===== config.mk =====
export PLATFORM = sky130hd
export DESIGN_NAME = bcd_rtc
export DESIGN_NICKNAME = d
export VERILOG_FILES = /design/src/rtl/rtc_pkg.sv /design/src/rtl/rtc_prescaler.sv /design/src/rtl/rtc_time.sv /design/src/rtl/rtc_date.sv /design/src/rtl/bcd_rtc.sv
export SDC_FILE = /design/constraint.sdc
export NUM_CORES = 1
export LEC_CHECK = 0
export BUFFER_PORTS_ARGS = -buffer_cell sky130_fd_sc_hd__buf_4
export CAP_MARGIN = 20
export CORE_MARGIN = 2
export CORE_UTILIZATION = 40
export CTS_CLUSTER_DIAMETER = 50
export DETAILED_ROUTE_END_ITERATION = 10
export GPL_ROUTABILITY_DRIVEN = 0
export SYNTH_ARGS = -nofsm -noshare
export SYNTH_HDL_FRONTEND = slang
export SYNTH_SLANG_ARGS = --single-unit

===== constraint.sdc =====
create_clock -name clk -period 5.9 [get_ports clk]
set_clock_uncertainty 0.1 [all_clocks]
set_input_delay 0.59 -clock clk [delete_from_list [all_inputs] [get_ports clk]]
set_output_delay 0.59 -clock clk [all_outputs]
set_load 0.01 [all_outputs]

===== src/rtl/rtc_pkg.sv =====
package rtc_pkg;

  typedef enum logic [2:0] {
    RA_SEC  = 3'd0,
    RA_MIN  = 3'd1,
    RA_HOUR = 3'd2,
    RA_DATE = 3'd3,
    RA_MON  = 3'd4,
    RA_DOW  = 3'd5,
    RA_YEAR = 3'd6,
    RA_NONE = 3'd7
  } rtc_addr_e;

  localparam logic [7:0] MASK_MIN  = 8'h7F;
  localparam logic [7:0] MASK_HOUR = 8'hBF;
  localparam logic [7:0] MASK_DATE = 8'h3F;
  localparam logic [7:0] MASK_MON  = 8'h1F;
  localparam logic [7:0] MASK_DOW  = 8'h07;

  // Next BCD value of a two-digit byte (no range wrap).
  function automatic logic [7:0] bcd_inc(input logic [7:0] v);
    if (v[3:0] == 4'h9) return {v[7:4] + 4'h1, 4'h0};
    return {v[7:4], v[3:0] + 4'h1};
  endfunction

  // Last day of the month, as BCD.
  function automatic logic [7:0] month_len(input logic [7:0] mon, input logic [7:0] yr);
    logic [6:0] ybin;
    ybin = 7'(yr[7:4]) * 7'd10 + 7'(yr[3:0]);
    case (mon)
      8'h02:                      return (ybin[1:0] == 2'b00) ? 8'h29 : 8'h28;
      8'h04, 8'h06, 8'h09, 8'h11: return 8'h30;
      default:                    return 8'h31;
    endcase
  endfunction

endpackage


===== src/rtl/rtc_prescaler.sv =====
module rtc_prescaler #(
  parameter int TICKS_PER_SEC = 32768
) (
  input  logic clk,
  input  logic rst,
  input  logic tick_i,
  input  logic run_i,
  input  logic clr_i,
  output logic step_o
);
  localparam int CW = (TICKS_PER_SEC > 1) ? $clog2(TICKS_PER_SEC) : 1;
  localparam logic [CW-1:0] LAST = CW'(TICKS_PER_SEC - 1);

  logic [CW-1:0] cnt_q;

  always_ff @(posedge clk) begin
    if (rst || clr_i) cnt_q <= '0;
    else if (tick_i && run_i) cnt_q <= (cnt_q == LAST) ? '0 : cnt_q + 1'b1;
  end

  assign step_o = tick_i && run_i && !clr_i && (cnt_q == LAST);
endmodule


===== src/rtl/rtc_time.sv =====
module rtc_time
  import rtc_pkg::*;
(
  input  logic       clk,
  input  logic       rst,
  input  logic       adv_i,
  input  logic       wr_en_i,
  input  logic [2:0] addr_i,
  input  logic [7:0] wr_data_i,
  output logic [7:0] sec_o,
  output logic [7:0] min_o,
  output logic [7:0] hour_o,
  output logic       day_o
);
  logic [7:0] sec_q, min_q, hour_q;
  logic [7:0] sec_inc, min_inc, hr_inc, hour_n;
  logic       sec_end, min_end, hr_end;

  assign sec_end = (sec_q[6:0] == 7'h59);
  assign min_end = (min_q == 8'h59);
  assign hr_end  = hour_q[7] ? (hour_q[5] && hour_q[4:0] == 5'h11)
                             : (hour_q[5:0] == 6'h23);
  assign day_o   = adv_i && sec_end && min_end && hr_end;

  always_comb begin
    sec_inc = bcd_inc({1'b0, sec_q[6:0]});
    min_inc = bcd_inc(min_q);
    hr_inc  = hour_q[7] ? bcd_inc({3'b000, hour_q[4:0]}) : bcd_inc({2'b00, hour_q[5:0]});
    if (hour_q[7]) begin
      if (hour_q[4:0] == 5'h12)      hour_n = {2'b10, hour_q[5], 5'h01};
      else if (hour_q[4:0] == 5'h11) hour_n = {2'b10, ~hour_q[5], 5'h12};
      else                           hour_n = {2'b10, hour_q[5], hr_inc[4:0]};
    end else begin
      hour_n = (hour_q[5:0] == 6'h23) ? 8'h00 : {2'b00, hr_inc[5:0]};
    end
  end

  always_ff @(posedge clk) begin
    if (rst) begin
      sec_q  <= 8'h00;
      min_q  <= 8'h00;
      hour_q <= 8'h00;
    end else if (wr_en_i) begin
      case (addr_i)
        RA_SEC:  sec_q  <= wr_data_i;
        RA_MIN:  min_q  <= wr_data_i & MASK_MIN;
        RA_HOUR: hour_q <= wr_data_i & MASK_HOUR;
        default: ;
      endcase
    end else if (adv_i) begin
      sec_q <= sec_end ? {sec_q[7], 7'h00} : {sec_q[7], sec_inc[6:0]};
      if (sec_end) begin
        min_q <= min_end ? 8'h00 : min_inc;
        if (min_end) hour_q <= hour_n;
      end
    end
  end

  assign sec_o  = sec_q;
  assign min_o  = min_q;
  assign hour_o = hour_q;
endmodule


===== src/rtl/rtc_date.sv =====
module rtc_date
  import rtc_pkg::*;
(
  input  logic       clk,
  input  logic       rst,
  input  logic       day_i,
  input  logic       wr_en_i,
  input  logic [2:0] addr_i,
  input  logic [7:0] wr_data_i,
  output logic [7:0] date_o,
  output logic [7:0] mon_o,
  output logic [7:0] dow_o,
  output logic [7:0] year_o
);
  logic [7:0] date_q, mon_q, dow_q, year_q;
  logic [7:0] last_day;
  logic       date_end, mon_end;

  assign last_day = month_len(mon_q, year_q);
  assign date_end = (date_q >= last_day);
  assign mon_end  = (mon_q == 8'h12);

  always_ff @(posedge clk) begin
    if (rst) begin
      date_q <= 8'h01;
      mon_q  <= 8'h01;
      dow_q  <= 8'h01;
      year_q <= 8'h00;
    end else if (wr_en_i) begin
      case (addr_i)
        RA_DATE: date_q <= wr_data_i & MASK_DATE;
        RA_MON:  mon_q  <= wr_data_i & MASK_MON;
        RA_DOW:  dow_q  <= wr_data_i & MASK_DOW;
        RA_YEAR: year_q <= wr_data_i;
        default: ;
      endcase
    end else if (day_i) begin
      dow_q  <= (dow_q == 8'h07) ? 8'h01 : dow_q + 8'h01;
      date_q <= date_end ? 8'h01 : bcd_inc(date_q);
      if (date_end) begin
        mon_q <= mon_end ? 8'h01 : bcd_inc(mon_q);
        if (mon_end) year_q <= (year_q == 8'h99) ? 8'h00 : bcd_inc(year_q);
      end
    end
  end

  assign date_o = date_q;
  assign mon_o  = mon_q;
  assign dow_o  = dow_q;
  assign year_o = year_q;
endmodule


===== src/rtl/bcd_rtc.sv =====
module bcd_rtc
  import rtc_pkg::*;
#(
  parameter int TICKS_PER_SEC = 32768
) (
  input  logic       clk,
  input  logic       rst,
  input  logic       tick_i,
  input  logic [2:0] addr_i,
  input  logic       wr_en_i,
  input  logic [7:0] wr_data_i,
  output logic [7:0] rd_data_o
);
  logic [7:0] sec_w, min_w, hour_w, date_w, mon_w, dow_w, year_w;
  logic       run, wr_sec, step_raw, pend_q, adv, day_step;

  assign run    = !sec_w[7];
  assign wr_sec = wr_en_i && (addr_i == RA_SEC);

  rtc_prescaler #(.TICKS_PER_SEC(TICKS_PER_SEC)) u_pre (
    .clk(clk), .rst(rst), .tick_i(tick_i), .run_i(run), .clr_i(wr_sec), .step_o(step_raw)
  );

  // A step that collides with a write waits one cycle.
  assign adv = (step_raw || pend_q) && !wr_en_i && run;

  always_ff @(posedge clk) begin
    if (rst) pend_q <= 1'b0;
    else     pend_q <= (step_raw || pend_q) && wr_en_i && !wr_sec;
  end

  rtc_time u_time (
    .clk(clk), .rst(rst), .adv_i(adv), .wr_en_i(wr_en_i), .addr_i(addr_i),
    .wr_data_i(wr_data_i), .sec_o(sec_w), .min_o(min_w), .hour_o(hour_w), .day_o(day_step)
  );

  rtc_date u_date (
    .clk(clk), .rst(rst), .day_i(day_step), .wr_en_i(wr_en_i), .addr_i(addr_i),
    .wr_data_i(wr_data_i), .date_o(date_w), .mon_o(mon_w), .dow_o(dow_w), .year_o(year_w)
  );

  always_ff @(posedge clk) begin
    if (rst) rd_data_o <= 8'h00;
    else begin
      case (addr_i)
        RA_SEC:  rd_data_o <= sec_w;
        RA_MIN:  rd_data_o <= min_w;
        RA_HOUR: rd_data_o <= hour_w;
        RA_DATE: rd_data_o <= date_w;
        RA_MON:  rd_data_o <= mon_w;
        RA_DOW:  rd_data_o <= dow_w;
        RA_YEAR: rd_data_o <= year_w;
        default: rd_data_o <= 8'h00;
      endcase
    end
  end
endmodule


* Word-level counts from Yosys, hierarchy flattened
Cells that the tools add are included.
** Cells by class
- Add/sub/neg operators :: 16
- $mul :: 1
- Div/mod/pow operators :: 0
- $lt $le $gt $ge :: 1
- Equal/unequal tests :: 35
- Shifts and indexed selects :: 0
- Muxes and demuxes :: 75
- Bitwise operators :: 1
- Reductions and logical operators :: 46
** Operator list (count)
- $mux 8 :: 42
- $pmux 8 s7 :: 1
- $mux 6 :: 7
- $add 4x1->4 const B :: 10
- $eq 4x4->1 const B :: 6
- $eq 8x3->1 const B :: 3
- $mux 7 :: 3
- $mux 1 :: 20
- $eq 8x5->1 const B :: 2
- $pmux 8 s2 :: 1
- $reduce_and 4->1 :: 4
- $add 15x1->15 const B :: 1
- $eq 15x15->1 const B :: 1
- $mux 15 :: 1
- $reduce_bool 3->1 :: 5
- $ne 2x1->1 const B :: 7
- $logic_and 1x1->1 :: 12
- $reduce_and 3->1 :: 4
- $reduce_bool 2->1 :: 6
- $eq 5x5->1 const B :: 2
- $eq 3x3->1 const B :: 3
- $add 8x1->8 const B :: 1
- $eq 8x2->1 const B :: 1
- $eq 8x4->1 const B :: 1
- other kinds (23) :: 31
** Word-level totals
- Register bits after elaboration :: 80
- Bits in latches :: 0
- Memory bits (writable) :: 0
- ROM bits :: 0
- Input bits :: 15
- Output and inout port bits :: 8
- Logic and storage cells :: 192
- Memories :: 0

* Depth between registers and ports, before layout
- Depth after elaboration :: 20
- Mapped depth :: 15
- Gate-level depth less buffers :: 14

* Cells and area by module
A second synthesis with hierarchy kept.
** Second synthesis, totals
- Cell total of the unflattened synthesis :: 653
- Area total of the unflattened synthesis :: 5398.9 um^2
** By module, submodules not included
- rtc_date :: times used 1, cells an instance 266, area each 2120.8 um^2, sequential area each 640.6 um^2
- rtc_time :: times used 1, cells an instance 217, area each 1724.2 um^2, sequential area each 460.4 um^2
- bcd_rtc :: times used 1, cells an instance 86, area each 854.6 um^2, sequential area each 180.2 um^2
- rtc_prescaler :: times used 1, cells an instance 84, area each 699.4 um^2, sequential area each 300.3 um^2

* Worst setup path before layout
No wires, ideal clock.
- Path kind :: register to register
- Start point :: register u_date.mon_q[0], in the netlist u_date.mon_o[0]
- End point :: register u_date.date_q[5], in the netlist u_date.date_o[5]
- Arrival :: 2827 ps
- Slack :: 2902 ps
- Stages on the path, launching flop included :: 13
- Buffers on the path :: 2
- Cells stage by stage :: dfxtp_1 clkbuf_1 nor4b_4 nand3_1 o31ai_1 ha_1 or4b_1 nand4_1 and2_1 buf_2 nand3_1 a211o_1 a21oi_1
** On the way
- Word-level cells in the longest chain between the ends :: 7
- Elaborated cells on any way between the ends :: 13
- Classes of those cells :: 1 x order compare; 5 x eq/ne; 4 x mux; 3 x reduce/logical
** RTL lines
- start: declaration :: line rtc_date.sv:15 : logic [7:0] date_q, mon_q, dow_q, year_q;
- start signal: assignment :: line rtc_date.sv:32 : RA_MON: mon_q <= wr_data_i & MASK_MON;
- start signal: assignment :: line rtc_date.sv:41 : mon_q <= mon_end ? 8'h01 : bcd_inc(mon_q);
- $eq 8x3->1 (tied with other cells) :: line rtc_pkg.sv:30 : case (mon)
- $reduce_or 4->1 :: line rtc_pkg.sv:30
- $pmux 8 s2 (*) :: line rtc_pkg.sv:30
- $ge 8x8->1 (*) :: line rtc_date.sv:20 : assign date_end = (date_q >= last_day);
- $mux 8 :: line rtc_date.sv:39 : date_q <= date_end ? 8'h01 : bcd_inc(date_q);
- $mux 8 :: line rtc_date.sv:37 : end else if (day_i) begin
- $mux 8 :: line rtc_date.sv:29 : end else if (wr_en_i) begin
- end signal: assignment :: line rtc_date.sv:31 : RA_DATE: date_q <= wr_data_i & MASK_DATE;
- end signal: assignment :: line rtc_date.sv:39
- end: declaration :: line rtc_date.sv:15
Every way passes the cells marked *; elsewhere a longest branch is shown, timed or not. The select of a mux whose other input is x is not followed.
A chain may end at the register's enable or synchronous reset.

* Worst setup path in the final report
- Start point :: register u_date.mon_q[1], in the netlist u_date.mon_o[1]
- End point :: register u_date.mon_q[1], in the netlist u_date.mon_o[1]
** On the way
- Word-level cells in the longest chain between the ends :: 11
- Elaborated cells on any way between the ends :: 23
- Classes of those cells :: 1 x add/sub; 1 x order compare; 7 x eq/ne; 11 x mux; 3 x reduce/logical
** RTL lines
- branches (longest 11 deep; another with $ge 8x8->1)
Several ways; the timed one is not identified. The select of a mux whose other input is x is not followed.

==> impl.org <==
** Worst setup path
- Worst setup endpoint :: u_date.mon_o[1]
- Reg-to-reg endpoint :: u_date.mon_o[1]
- Counting buffers and inverters, the worst setup path is 10 cells deep.
- STA classifies the critical path startpoint as a register.
- Crit path DAT :: ~3500 ps
- Element type at the critical path end :: register
- Across all register-to-register paths, the minimum setup slack is 2540 ps.
- In this design, the stage delay of the slowest critical-path cell is 540 ps.
- Worst EP required :: 6080 ps
- For this design, the slowest cell found on the critical path is sky130_fd_sc_hd__a32oi_1.
- Number of cells traversed by the worst register-to-register path :: 10
- The critical path goes through nor4b_4 -> nand3_1 -> o31ai_1 -> ha_1 -> or4b_1 -> nand4_1 -> nand2_2 -> a32oi_1 -> o21ai_0 -> a21oi_1.
- The number of buffers and inverters on the critical path is 0.
- Start-to-end type of the worst setup path :: reg -> reg
- Of all nets on the critical path, the largest fanout is 9.
- Worst setup path startpoint :: u_date.mon_o[1]
- Critical R2R Launch :: u_date.mon_o[1]
- The kind of cell with the highest combined delay along the critical path is simple AND/OR/NAND/NOR gates.

** Floorplanning
- Chip height :: 117 um
- Die footprint :: 13600 sq um
- In this run the count of I/O pins placed on the die edge is 23.
- Area of the core :: 12500 sq um
- Std-Cell Rows :: between 40 and 50
- Initial core utilization :: 40.6%
- Die X :: roughly 120 um

** Synthesis
- Sequential fraction of the synthesis area :: 31.1%
- After synthesis the cells add up to 5090 sq um.
- During synthesis, Yosys emitted a total of 0 warnings.
- Counting flops with a built-in enable in the synthesized netlist gives 0.
- Most frequently used flop master after synthesis :: sky130_fd_sc_hd__dfxtp_1
- Syn nets :: between 600 and 700
- A synthesized cell averages 8.00 sq um.
- Counting flops and latches in the post-synthesis netlist gives 79.
- Yosys cell types :: 90
- Synth Instances :: about 640
- Async S/R FF share, synth :: 0%

** Cells and area
- Fill cells :: 1282
- The multi-input combinational cells in the finished layout cover a total of 3250 sq um.
- Of the cells placed in the final design, the portion with a size suffix greater than 1 is about 11%.
- Compared with the post-synthesis result, the final layout area differs by 10.3%.
- The number of antenna diodes in the final layout is 0.
- Register cell area after layout :: 1580 sq um
- Most frequent standard cell in the layout excluding fill and tap cells :: sky130_fd_sc_hd__dfxtp_1
- The top cell types in the final layout, fill and taps aside, are 79 x sky130_fd_sc_hd__dfxtp_1, 65 x sky130_fd_sc_hd__a21oi_1, 64 x sky130_fd_sc_hd__nand2_1, 62 x sky130_fd_sc_hd__nor2_1, 50 x sky130_fd_sc_hd__o21ai_0.
- Final standard cell utilization of the core :: between 40% and 50%
- The net count of the finished layout is around 670.

** Global route
- Number of global-route vias before repair :: ~4600
- After global routing the overflow that remains totals 0.
- Pin count of the biggest net entering global routing :: 52
- The number of antenna violations at the first check in global routing was 0.
- The first global-routing pass estimated between 20000 and 25000 um of wire.
- Global routing used a little under a quarter of the available tracks.

** CTS
- Root buf cell :: sky130_fd_sc_hd__clkbuf_16
- In this run the deepest clock path goes through 2 buffers.
- Clock-pin slew was measured on the worst setup and hold paths at 60 ps.
- Insertion delay of the later-clocked pin in the worst-skew pair :: about 350 ps
- Number of buffers added by the clock tree synthesis step :: 9
- TritonCTS clock tree :: done
- The clock drives 79 sinks.
- Hold-fix buffers, CTS :: 0
- The H-tree generated during clock tree synthesis spans 3 levels.
- Post-CTS sizing :: 0
- Post-CTS timing repair inserted 0 buffers for setup.

** Placed design
- The wire-length estimate of the detail-placed layout is 10800 um.
- Post-place setup slack :: 2580 ps
- # port buffers :: 22

** Power and ir drop
- The internal portion of the total power is 0.921 mW.
- Power spread over the standard cell area amounts to 223 nW/um^2.
- Power Total :: 1.25 mW
- The clock network is responsible for 45.8% of the overall power.
- Of the total power, registers draw 44.3%.
- Switching power total :: 0.329 mW
- Combinational fraction of design power :: 9.9%
- The analysis attributes to cell leakage a power of 1.98 nW.
- Maximum ir drop on the vdd rail :: 0.0000930 V
- Of the total power, the share spent switching nets is 26.3%.

** STA
- RSZ-0062 raised after global routing :: no
- Static timing analysis puts the maximum clock frequency at 0.297 GHz.
- Worst slew margin relative to its limit :: 53.9%
- At the pin with the least slew margin, the transition time is 692 ps.
- For the finished layout, the period the worst path requires is between 3000 and 4000 ps.
- Across all setup checks in the final design, the least slack found is between 2000 and 3000 ps.
- Setup violations remaining at the end of the flow were counted as 0.
- The final hold violation count came to 0.
- Setup_tns :: 0 ps
- The max-slew violation total from the final report was 0.
- Tcrit/Tclk final :: roughly 57%

** Drt
- After detailed routing, the average wire length per cell comes to 18.8 um.
- For this run, design rule violations remaining after detail routing come to 0.
- DR vias/cell :: 6.04
- Initial DRC Count :: 443
- DRT antenna net count :: 0
- For this block, the via count after detailed routing is 4926.
- The first detailed-routing pass ran for 6 iterations.
- The final layout contains routed wiring with a total length of ~15000 um.

** Job
- Max-cap violations in this run came to 0.

** Outcome
- Run status :: complete, no violations

** Min path
- HP Class :: reg -> reg
## tightest hold or removal path, cell delays in order, from the launching register on
cell,delay [ps]
sky130_fd_sc_hd__dfxtp_1,320
sky130_fd_sc_hd__o21ai_0,70
sky130_fd_sc_hd__a21oi_1,60
## sequential cells by signal (all words and copies together) (netlist names)
register,count
u_date.date_o,8
u_time.min_o,8
u_pre.cnt_q,15
rd_data_o,8
u_time.sec_o,8
u_date.dow_o,8
u_time.hour_o,7
pend_q,1
u_date.mon_o,8
u_date.year_o,8
## power groups by stage
stage | registers [mW] | logic (mW) | clock network [mW]
floorplan | 0.561 | 0.0850 | 0
global placement | 0.564 | 0.120 | 0
detailed placement | 0.565 | 0.122 | 0
CTS | 0.553 | 0.122 | 0.579
global route | 0.554 | 0.134 | 0.604
finish | 0.553 | 0.124 | 0.572
## how the worst min path moves through the flow
stage                          start               end  depth (start not counted)
finish               u_pre.cnt_q[14]   u_pre.cnt_q[14]                          2
global placement     u_pre.cnt_q[14]   u_pre.cnt_q[14]                          2
global route        u_date.date_o[7]  u_date.date_o[7]                          1
detailed placement   u_pre.cnt_q[14]   u_pre.cnt_q[14]                          2
floorplan           u_date.date_o[6]  u_date.date_o[6]                          2
CTS                  u_pre.cnt_q[14]   u_pre.cnt_q[14]                          2
## cell usage after synthesis, drive strengths merged, types with 5 or more instances
cell type,n,area share [%]
a211oi,5,0.74
a21o,6,0.93
a21oi,66,6.7
a221oi,5,0.86
a22oi,6,0.89
a311oi,5,0.86
a31oi,9,1.4
and3,11,1.4
buf,14,1.4
clkbuf,16,1.4
dfxtp,79,31
ha,21,5.2
inv,25,1.8
mux2i,11,2.2
nand2,65,4.8
nand2b,6,0.89
nand3,26,2.8
nand4,10,1.6
nor2,63,4.7
nor2b,8,1.1
nor3,21,2.3
o21ai,52,5.3
o31ai,6,0.89
o32ai,5,1.6
or3,7,0.89
xor2,9,1.5
## per-layer routing
| metal | part of all wire [%] | track usage, % | vias up |
|---|---|---|---|
| li1 | - | - | 2345 |
| met1 | 46 | 32.9 | 2342 |
| met2 | 45 | 36.3 | 202 |
| met3 | 5.9 | 3.58 | 37 |
| met4 | 3.7 | 11.3 | 0 |
| met5 | 0 | 0 | - |
## metrics by stage
stage	area [sq um]	cells	hold slack, ps
after floorplan	5090	636	345
after detailed placement	5310	799	385
after global placement	5310	799	372
after CTS	5610	815	393
after global routing	5610	815	428
final	5610	815	390
## cells by family after synthesis
group	count (synthesis)	synth area share, %
simple gates	247	25.8
compound gates	203	26.8
flops	79	31.1
buf+inv	57	4.99
fa+ha+maj	21	5.17
mux	16	3.94
xor+xnor	13	2.24
## cell type report
type	count	area share, %
Clock inverter	5	1.03
Tap cell	172	3.84
Multi-Input combinational cell	500	57.9
Inverter	26	1.74
Clock buffer	11	4.33
Sequential cell	79	28.2
Timing Repair Buffer	22	2.94
(Power assumes the default switching activity.)
